**config.mk**
```make
export PLATFORM = sky130hd
export DESIGN_NAME = esc_lane_tx
export DESIGN_NICKNAME = d
export VERILOG_FILES = /design/src/rtl/esc_pkg.sv /design/src/rtl/esc_tick_timer.sv /design/src/rtl/esc_bit_shifter.sv /design/src/rtl/esc_lane_tx.sv
export SDC_FILE = /design/constraint.sdc
export NUM_CORES = 1
export LEC_CHECK = 0
export BUFFER_PORTS_ARGS = -buffer_cell sky130_fd_sc_hd__buf_2
export CORE_MARGIN = 4
export CORE_UTILIZATION = 35
export CTS_BUF_LIST = sky130_fd_sc_hd__clkbuf_4
export CTS_CLUSTER_SIZE = 16
export DETAILED_ROUTE_END_ITERATION = 12
export PLACE_DENSITY_LB_ADDON = 0.25
export SYNTH_ARGS = -nofsm -noshare
export SYNTH_HDL_FRONTEND = slang
export SYNTH_SLANG_ARGS = --single-unit
```
**constraint.sdc**
```tcl
create_clock -name clk -period 5 [get_ports clk]
set_clock_uncertainty 0.2 [all_clocks]
set_input_delay 1 -clock clk [delete_from_list [all_inputs] [get_ports clk]]
set_output_delay 1 -clock clk [all_outputs]
set_load 0.02 [all_outputs]
```
**src/rtl/esc_pkg.sv**
```systemverilog
package esc_pkg;

  typedef enum logic [2:0] {
    ST_IDLE,
    ST_ENTRY,
    ST_BITS,
    ST_EXIT,
    ST_HOLD,
    ST_WAKE
  } esc_st_e;

  localparam logic [1:0] LN_STOP  = 2'b11;
  localparam logic [1:0] LN_MARK1 = 2'b10;
  localparam logic [1:0] LN_MARK0 = 2'b01;
  localparam logic [1:0] LN_SPACE = 2'b00;

  localparam int unsigned ENTRY_LEN = 5;

  // line state of entry step idx
  function automatic logic [1:0] entry_line(input logic [2:0] idx);
    case (idx)
      3'd0:    entry_line = LN_STOP;
      3'd1:    entry_line = LN_MARK1;
      3'd3:    entry_line = LN_MARK0;
      default: entry_line = LN_SPACE;
    endcase
  endfunction

  function automatic logic [1:0] mark_of(input logic b);
    mark_of = b ? LN_MARK1 : LN_MARK0;
  endfunction

endpackage

```
**src/rtl/esc_tick_timer.sv**
```systemverilog
module esc_tick_timer #(
  parameter int unsigned LIMIT = 4
) (
  input  logic clk,
  input  logic rst,
  input  logic restart,
  input  logic run,
  output logic tick
);
  localparam int unsigned CW = (LIMIT > 1) ? $clog2(LIMIT) : 1;

  logic [CW-1:0] cnt;

  assign tick = run && (cnt == CW'(LIMIT - 1));

  always_ff @(posedge clk) begin
    if (rst || restart || tick) cnt <= '0;
    else if (run)               cnt <= cnt + 1'b1;
  end
endmodule

```
**src/rtl/esc_bit_shifter.sv**
```systemverilog
module esc_bit_shifter #(
  parameter int unsigned BYTE_W = 8
) (
  input  logic              clk,
  input  logic              rst,
  input  logic              load,
  input  logic [BYTE_W-1:0] load_byte,
  input  logic              step,
  output logic              in_space,
  output logic              nxt_bit,
  output logic              byte_done
);
  localparam int unsigned IW = $clog2(BYTE_W);

  logic [BYTE_W-1:0] shreg;
  logic [IW-1:0]     idx;

  assign nxt_bit   = shreg[1];
  assign byte_done = in_space && (idx == IW'(BYTE_W - 1));

  always_ff @(posedge clk) begin
    if (rst) begin
      shreg    <= '0;
      idx      <= '0;
      in_space <= 1'b0;
    end else if (load) begin
      shreg    <= load_byte;
      idx      <= '0;
      in_space <= 1'b0;
    end else if (step) begin
      if (!in_space) begin
        in_space <= 1'b1;
      end else if (!byte_done) begin
        shreg    <= shreg >> 1;
        idx      <= idx + 1'b1;
        in_space <= 1'b0;
      end
    end
  end
endmodule

```
**src/rtl/esc_lane_tx.sv**
```systemverilog
module esc_lane_tx
  import esc_pkg::*;
#(
  parameter int unsigned SYM_CYC   = 4,
  parameter int unsigned WAKE_CYC  = 50000,
  parameter int unsigned BYTE_W    = 8,
  parameter logic [7:0]  LPDT_CODE = 8'hE1,
  parameter logic [7:0]  ULP_CODE  = 8'h1E
) (
  input  logic              clk,
  input  logic              rst,
  input  logic              cmd_req,
  input  logic [BYTE_W-1:0] cmd_byte,
  input  logic              ulp_req,
  input  logic              wake_req,
  input  logic              data_valid,
  input  logic [BYTE_W-1:0] data_byte,
  output logic              data_ready,
  output logic [1:0]        lane,
  output logic              busy
);
  localparam logic [2:0] LAST_ENTRY = 3'(ENTRY_LEN - 1);

  esc_st_e           state;
  logic [2:0]        step;
  logic [BYTE_W-1:0] cmd_q;
  logic [1:0]        lane_q;
  logic              busy_q;

  logic sym_tick, wake_tick;
  logic in_space, nxt_bit, byte_done;
  logic accept, wake_go, is_lpdt, is_ulp, entry_done, take_data;

  assign accept     = (state == ST_IDLE) && (cmd_req || ulp_req);
  assign wake_go    = (state == ST_HOLD) && wake_req;
  assign is_lpdt    = (cmd_q == BYTE_W'(LPDT_CODE));
  assign is_ulp     = (cmd_q == BYTE_W'(ULP_CODE));
  assign entry_done = (state == ST_ENTRY) && sym_tick && (step == LAST_ENTRY);
  assign data_ready = (state == ST_BITS) && sym_tick && byte_done && is_lpdt;
  assign take_data  = data_ready && data_valid;

  esc_tick_timer #(.LIMIT(SYM_CYC)) u_sym_tmr (
    .clk     (clk),
    .rst     (rst),
    .restart (accept),
    .run     ((state == ST_ENTRY) || (state == ST_BITS) || (state == ST_EXIT)),
    .tick    (sym_tick)
  );

  esc_tick_timer #(.LIMIT(WAKE_CYC)) u_wake_tmr (
    .clk     (clk),
    .rst     (rst),
    .restart (wake_go),
    .run     (state == ST_WAKE),
    .tick    (wake_tick)
  );

  esc_bit_shifter #(.BYTE_W(BYTE_W)) u_shift (
    .clk       (clk),
    .rst       (rst),
    .load      (entry_done || take_data),
    .load_byte (entry_done ? cmd_q : data_byte),
    .step      ((state == ST_BITS) && sym_tick),
    .in_space  (in_space),
    .nxt_bit   (nxt_bit),
    .byte_done (byte_done)
  );

  always_ff @(posedge clk) begin
    if (rst) begin
      state  <= ST_IDLE;
      step   <= '0;
      cmd_q  <= '0;
      lane_q <= LN_STOP;
      busy_q <= 1'b0;
    end else begin
      case (state)
        ST_IDLE: if (accept) begin
          state  <= ST_ENTRY;
          step   <= '0;
          cmd_q  <= cmd_req ? cmd_byte : BYTE_W'(ULP_CODE);
          busy_q <= 1'b1;
          lane_q <= entry_line(3'd0);
        end
        ST_ENTRY: if (sym_tick) begin
          if (step == LAST_ENTRY) begin
            state  <= ST_BITS;
            lane_q <= mark_of(cmd_q[0]);
          end else begin
            step   <= step + 3'd1;
            lane_q <= entry_line(step + 3'd1);
          end
        end
        ST_BITS: if (sym_tick) begin
          if (!in_space) begin
            lane_q <= LN_SPACE;
          end else if (!byte_done) begin
            lane_q <= mark_of(nxt_bit);
          end else if (is_ulp) begin
            state  <= ST_HOLD;
            lane_q <= LN_SPACE;
          end else if (take_data) begin
            lane_q <= mark_of(data_byte[0]);
          end else begin
            state  <= ST_EXIT;
            lane_q <= LN_MARK1;
          end
        end
        ST_EXIT: if (sym_tick) begin
          state  <= ST_IDLE;
          lane_q <= LN_STOP;
          busy_q <= 1'b0;
        end
        ST_HOLD: if (wake_go) begin
          state  <= ST_WAKE;
          lane_q <= LN_MARK1;
        end
        ST_WAKE: if (wake_tick) begin
          state  <= ST_IDLE;
          lane_q <= LN_STOP;
          busy_q <= 1'b0;
        end
        default: state <= ST_IDLE;
      endcase
    end
  end

  assign lane = lane_q;
  assign busy = busy_q;
endmodule

```
==> metrics.md <==
| Metric | Value |
|---|---|
| Total power density per cell area | `336.3 nW/um^2` |
| Placer Congestion | `0.8567` |
| Worst skew pair latency | `0.36 ns` |
| Maximum number of pins on one net before global-route repair | `35` |
| Via count of the first global-routing pass | `between 2000 and 2500` |
| Final setup TNS | `0 ns` |
| Master of the slowest instance on the critical path | `sky130_fd_sc_hd__dfxtp_1` |
| CTS tree | `done` |
| Post-layout nets | `345` |
| Hold slack | `between 0.3 and 0.4 ns` |
| Global-route wire length before repair | `10.05 mm` |
| Leakage power of the design | `1.072 nW` |
| Count of unique library cells instantiated by Yosys | `61` |
| Signal arrival time at the worst endpoint | `1.82 ns` |
| Number of failing hold endpoints at the final stage | `0` |
| Cell Area, Synth | `2623 sq um` |
| Worst stage delay on the critical path | `0.42 ns` |
| Row Count | `31` |
| Global-route usage over all layers | `13.89%` |
| Total number of vias | `2188` |
| Number of sinks handled by clock tree synthesis | `46` |
| Share of final-layout standard cells stronger than drive strength 1 | `18.10%` |
| CTS Buffer Depth | `2` |
| Worst path bufs/invs | `1` |
| Worst setup slack after placement | `around 2.3 ns` |
| Setup Buffers After CTS | `0` |
| Setup repair after global routing missed its margin | `false` |
| Biggest fanout along the worst timing path | `5` |
| Critical path cell sequence | `nor4b_1 -> nand4_1 -> nor4_1 -> buf_2` |
| Post-synth EDFFs | `0` |
| Worst VDD drop | `about 170 uV` |
| Nature of the critical path endpoint | `primary output` |
| Required time at the worst-slack endpoint | `3.80 ns` |
| Max frequency | `331.0 MHz` |
| Y dimension of the die | `94.56 microns` |
| Post-CTS sizing | `0` |
| Final Routed Wirelength | `5.773 mm` |
| Post-Syn Nets | `between 300 and 400` |
| Detailed-route wire length per cell | `approximately 14 microns` |
| Hold buffers post-CTS | `0` |
| Final setup violation count | `0` |
| Kind of start point of the critical path | `register` |
| Slew Viols, Final | `0` |
| Number of buffer cells added on primary ports | `25` |
| Residual DRC | `0` |
| Post-route worst setup slack | `1.979 ns` |
| Class of the most critical hold timing path | `register to register` |
| Number of diodes added for antenna fixing | `0` |
| WS Path Type | `register to primary output` |
| Detailed placer's ending HPWL | `4.266 mm` |
| Reg clk slew, reported paths | `around 0.14 ns` |
| P&R area growth vs syn | `8.063%` |
| Global-route congestion overflow total | `0` |
| Share of synthesized flip-flops with an asynchronous set or reset | `0%` |
| Antenna violations before repair | `0` |
| Gate family responsible for the most delay along the worst path | `simple AND/OR/NAND/NOR gates` |
| Max-slew headroom | `54.00%` |
| Number of detailed-route iterations in the first pass | `4` |
| Number of storage elements in the synthesis netlist | `between 40 and 50` |
| Initial cell density of the core | `roughly 36%` |
| Maximum Capacitance Violations | `0` |
| Synthesized area per cell | `~9 sq um` |
| Number of levels the H-tree was split into | `2` |
| Final worst path period need | `3.021 ns` |
| Die span in x | `94.56 microns` |
| Final clock period utilization by the worst path | `roughly three fifths` |
| Transition time at the pin with the least slew margin | `0.6847 ns` |
| CTS buffer count | `5` |
| Top-Level Pins | `26` |
| Area of the die | `8942 sq um` |
| Core area | `roughly 7300 sq um` |
| Mapped Cells | `slightly below 300` |
| Initial detailed-routing violation count | `approximately 120` |
| Antenna Violating Nets Remaining | `0` |
| Fraction of the yosys area taken by sequential cells | `35.11%` |
| Outcome | `finished, final reports clean` |
| Count of yosys warnings during synthesis | `0` |
| Vias per cell | `5.285` |
| Library cell used as clock root buffer | `sky130_fd_sc_hd__clkbuf_4` |
| Main synth FF type | `sky130_fd_sc_hd__dfxtp_1` |
-- metal layers --
metal	global-route usage (%)	routed length [microns]
met3	3.426	306
met1	19.05	2845
met4	3.966	60
met2	21.63	2560
met5	0	0
-- worst paths after layout --
kind / startpoint / to / slack [ns] / depth (start not counted)
max: cmd_q[0] / data_ready / 1.98 / 4
min: u_wake_tmr.cnt[1] / u_wake_tmr.cnt[1] / 0.32 / 2
max reg2reg: u_sym_tmr.cnt[0] / u_shift.shreg[5] / 2.47 / 6
min reg2reg: u_wake_tmr.cnt[1] / u_wake_tmr.cnt[1] / 0.32 / 2
-- sequential cells by signal, indices dropped and copies added, names as in the netlist --
register	flops
u_wake_tmr.cnt	16
cmd_q	8
u_shift.in_space	1
u_sym_tmr.cnt	2
step	3
busy	1
lane	2
u_shift.shreg	7
state	3
u_shift.idx	3
-- cells in the mapped netlist (2+ instances only) --
master	number	share of area (%)
sky130_fd_sc_hd__or2_2	3	0.72
sky130_fd_sc_hd__a21oi_1	11	2.1
sky130_fd_sc_hd__o21ai_0	7	1.3
sky130_fd_sc_hd__a211oi_1	8	2.3
sky130_fd_sc_hd__dfxtp_1	46	35
sky130_fd_sc_hd__clkbuf_8	5	2.6
sky130_fd_sc_hd__nor3_1	13	2.5
sky130_fd_sc_hd__nand3b_1	2	0.57
sky130_fd_sc_hd__o21bai_1	2	0.57
sky130_fd_sc_hd__nand3_1	12	2.3
sky130_fd_sc_hd__nand2_1	23	3.3
sky130_fd_sc_hd__inv_1	6	0.86
sky130_fd_sc_hd__a22oi_1	6	1.7
sky130_fd_sc_hd__xnor2_1	7	2.3
sky130_fd_sc_hd__nand4b_1	2	0.67
sky130_fd_sc_hd__and3_1	3	0.72
sky130_fd_sc_hd__nor4_1	4	0.95
sky130_fd_sc_hd__nor3b_1	4	1.1
sky130_fd_sc_hd__nor2_1	39	5.6
sky130_fd_sc_hd__xor2_1	9	3.0
sky130_fd_sc_hd__or4_1	2	0.57
sky130_fd_sc_hd__mux2_2	7	3.0
sky130_fd_sc_hd__and3b_1	2	0.67
sky130_fd_sc_hd__and2_1	3	0.72
sky130_fd_sc_hd__a311oi_1	2	0.67
sky130_fd_sc_hd__mux2i_1	9	3.4
sky130_fd_sc_hd__ha_1	9	4.3
sky130_fd_sc_hd__a31oi_1	4	0.95
sky130_fd_sc_hd__clkbuf_1	6	0.86
sky130_fd_sc_hd__o22ai_1	5	1.2
sky130_fd_sc_hd__buf_2	2	0.38
sky130_fd_sc_hd__nand4_1	5	1.2
-- cell type report --
type / count / area, sq um
fillers: 781 / 4419
multi-input cells: 230 / 1564
flip-flops and latches: 46 / 920.9
repair buffers: 25 / 125.1
well taps: 99 / 123.9
clock inverters: 3 / 40.04
clock buffers: 5 / 37.54
inverters: 6 / 22.52
-- cells in the final DEF, fill, tap and decap left out, drive strengths merged, types with 2 or more instances in the layout --
cell type,Yosys,final
o22a,2,2
and3,4,4
a22oi,6,6
and3b,3,3
o21bai,2,2
a211oi,8,8
o21ai,7,7
xnor2,7,7
a21oi,11,11
or2,3,3
nand3,12,12
nand2,23,23
or4,3,3
a311oi,2,2
dfxtp,46,46
nor3,14,14
a31oi,4,4
nand4,5,5
nor3b,5,5
mux2,7,7
nor4,5,5
mux2i,9,9
nor2,40,40
nand4b,2,2
a41o,2,2
inv,6,6
and2,3,3
ha,9,9
buf,3,25
o22ai,5,5
xor2,9,9
nand3b,2,2
clkbuf,11,5
clkinv,0,2
-- report_power, final --
part           leakage [nW]  internal (mW)  switching, mW  total (mW)
Sequential            0.373          0.403         0.0521       0.455
Combinational         0.653          0.116          0.153       0.269
Clock                0.0450          0.104          0.125       0.229
-- cells by family (layout without fill, tap and decap cells) --
logic type,Yosys count,count (layout),synth area share (%)
muxes,16,16,6.441
AOI/OAI and AO/OA,57,57,15.74
buffers and inverters,21,39,5.248
DFF,46,46,35.11
and+or+nand+nor,132,132,27.82
adders and majority gates,9,9,4.294
xor gates and xnor gates,16,16,5.344
-- per-stage QoR --
| step | total power [mW] | area (sq um) | utilization [%] | std cells |
|---|---|---|---|---|
| 6_report | 0.9531 | 2834 | 39.07 | 414 |
| 5_1_grt | 1.015 | 2834 | 39.07 | 414 |
| 4_1_cts | 0.9611 | 2834 | 39.07 | 414 |
| 3_5_place_dp | 0.7313 | 2756 | 38.00 | 406 |
| 3_3_place_gp | 0.7311 | 2756 | 38.00 | 406 |
| 2_1_floorplan | 0.6785 | 2623 | - | 297 |
-- tightest hold or removal path, cell delays in order, from the launching register on --
cell	delay, ns
sky130_fd_sc_hd__dfxtp_1	0.37
sky130_fd_sc_hd__nand2_1	0.07
sky130_fd_sc_hd__a21oi_1	0.06
Note: power is estimated with default switching activity, not from simulation.
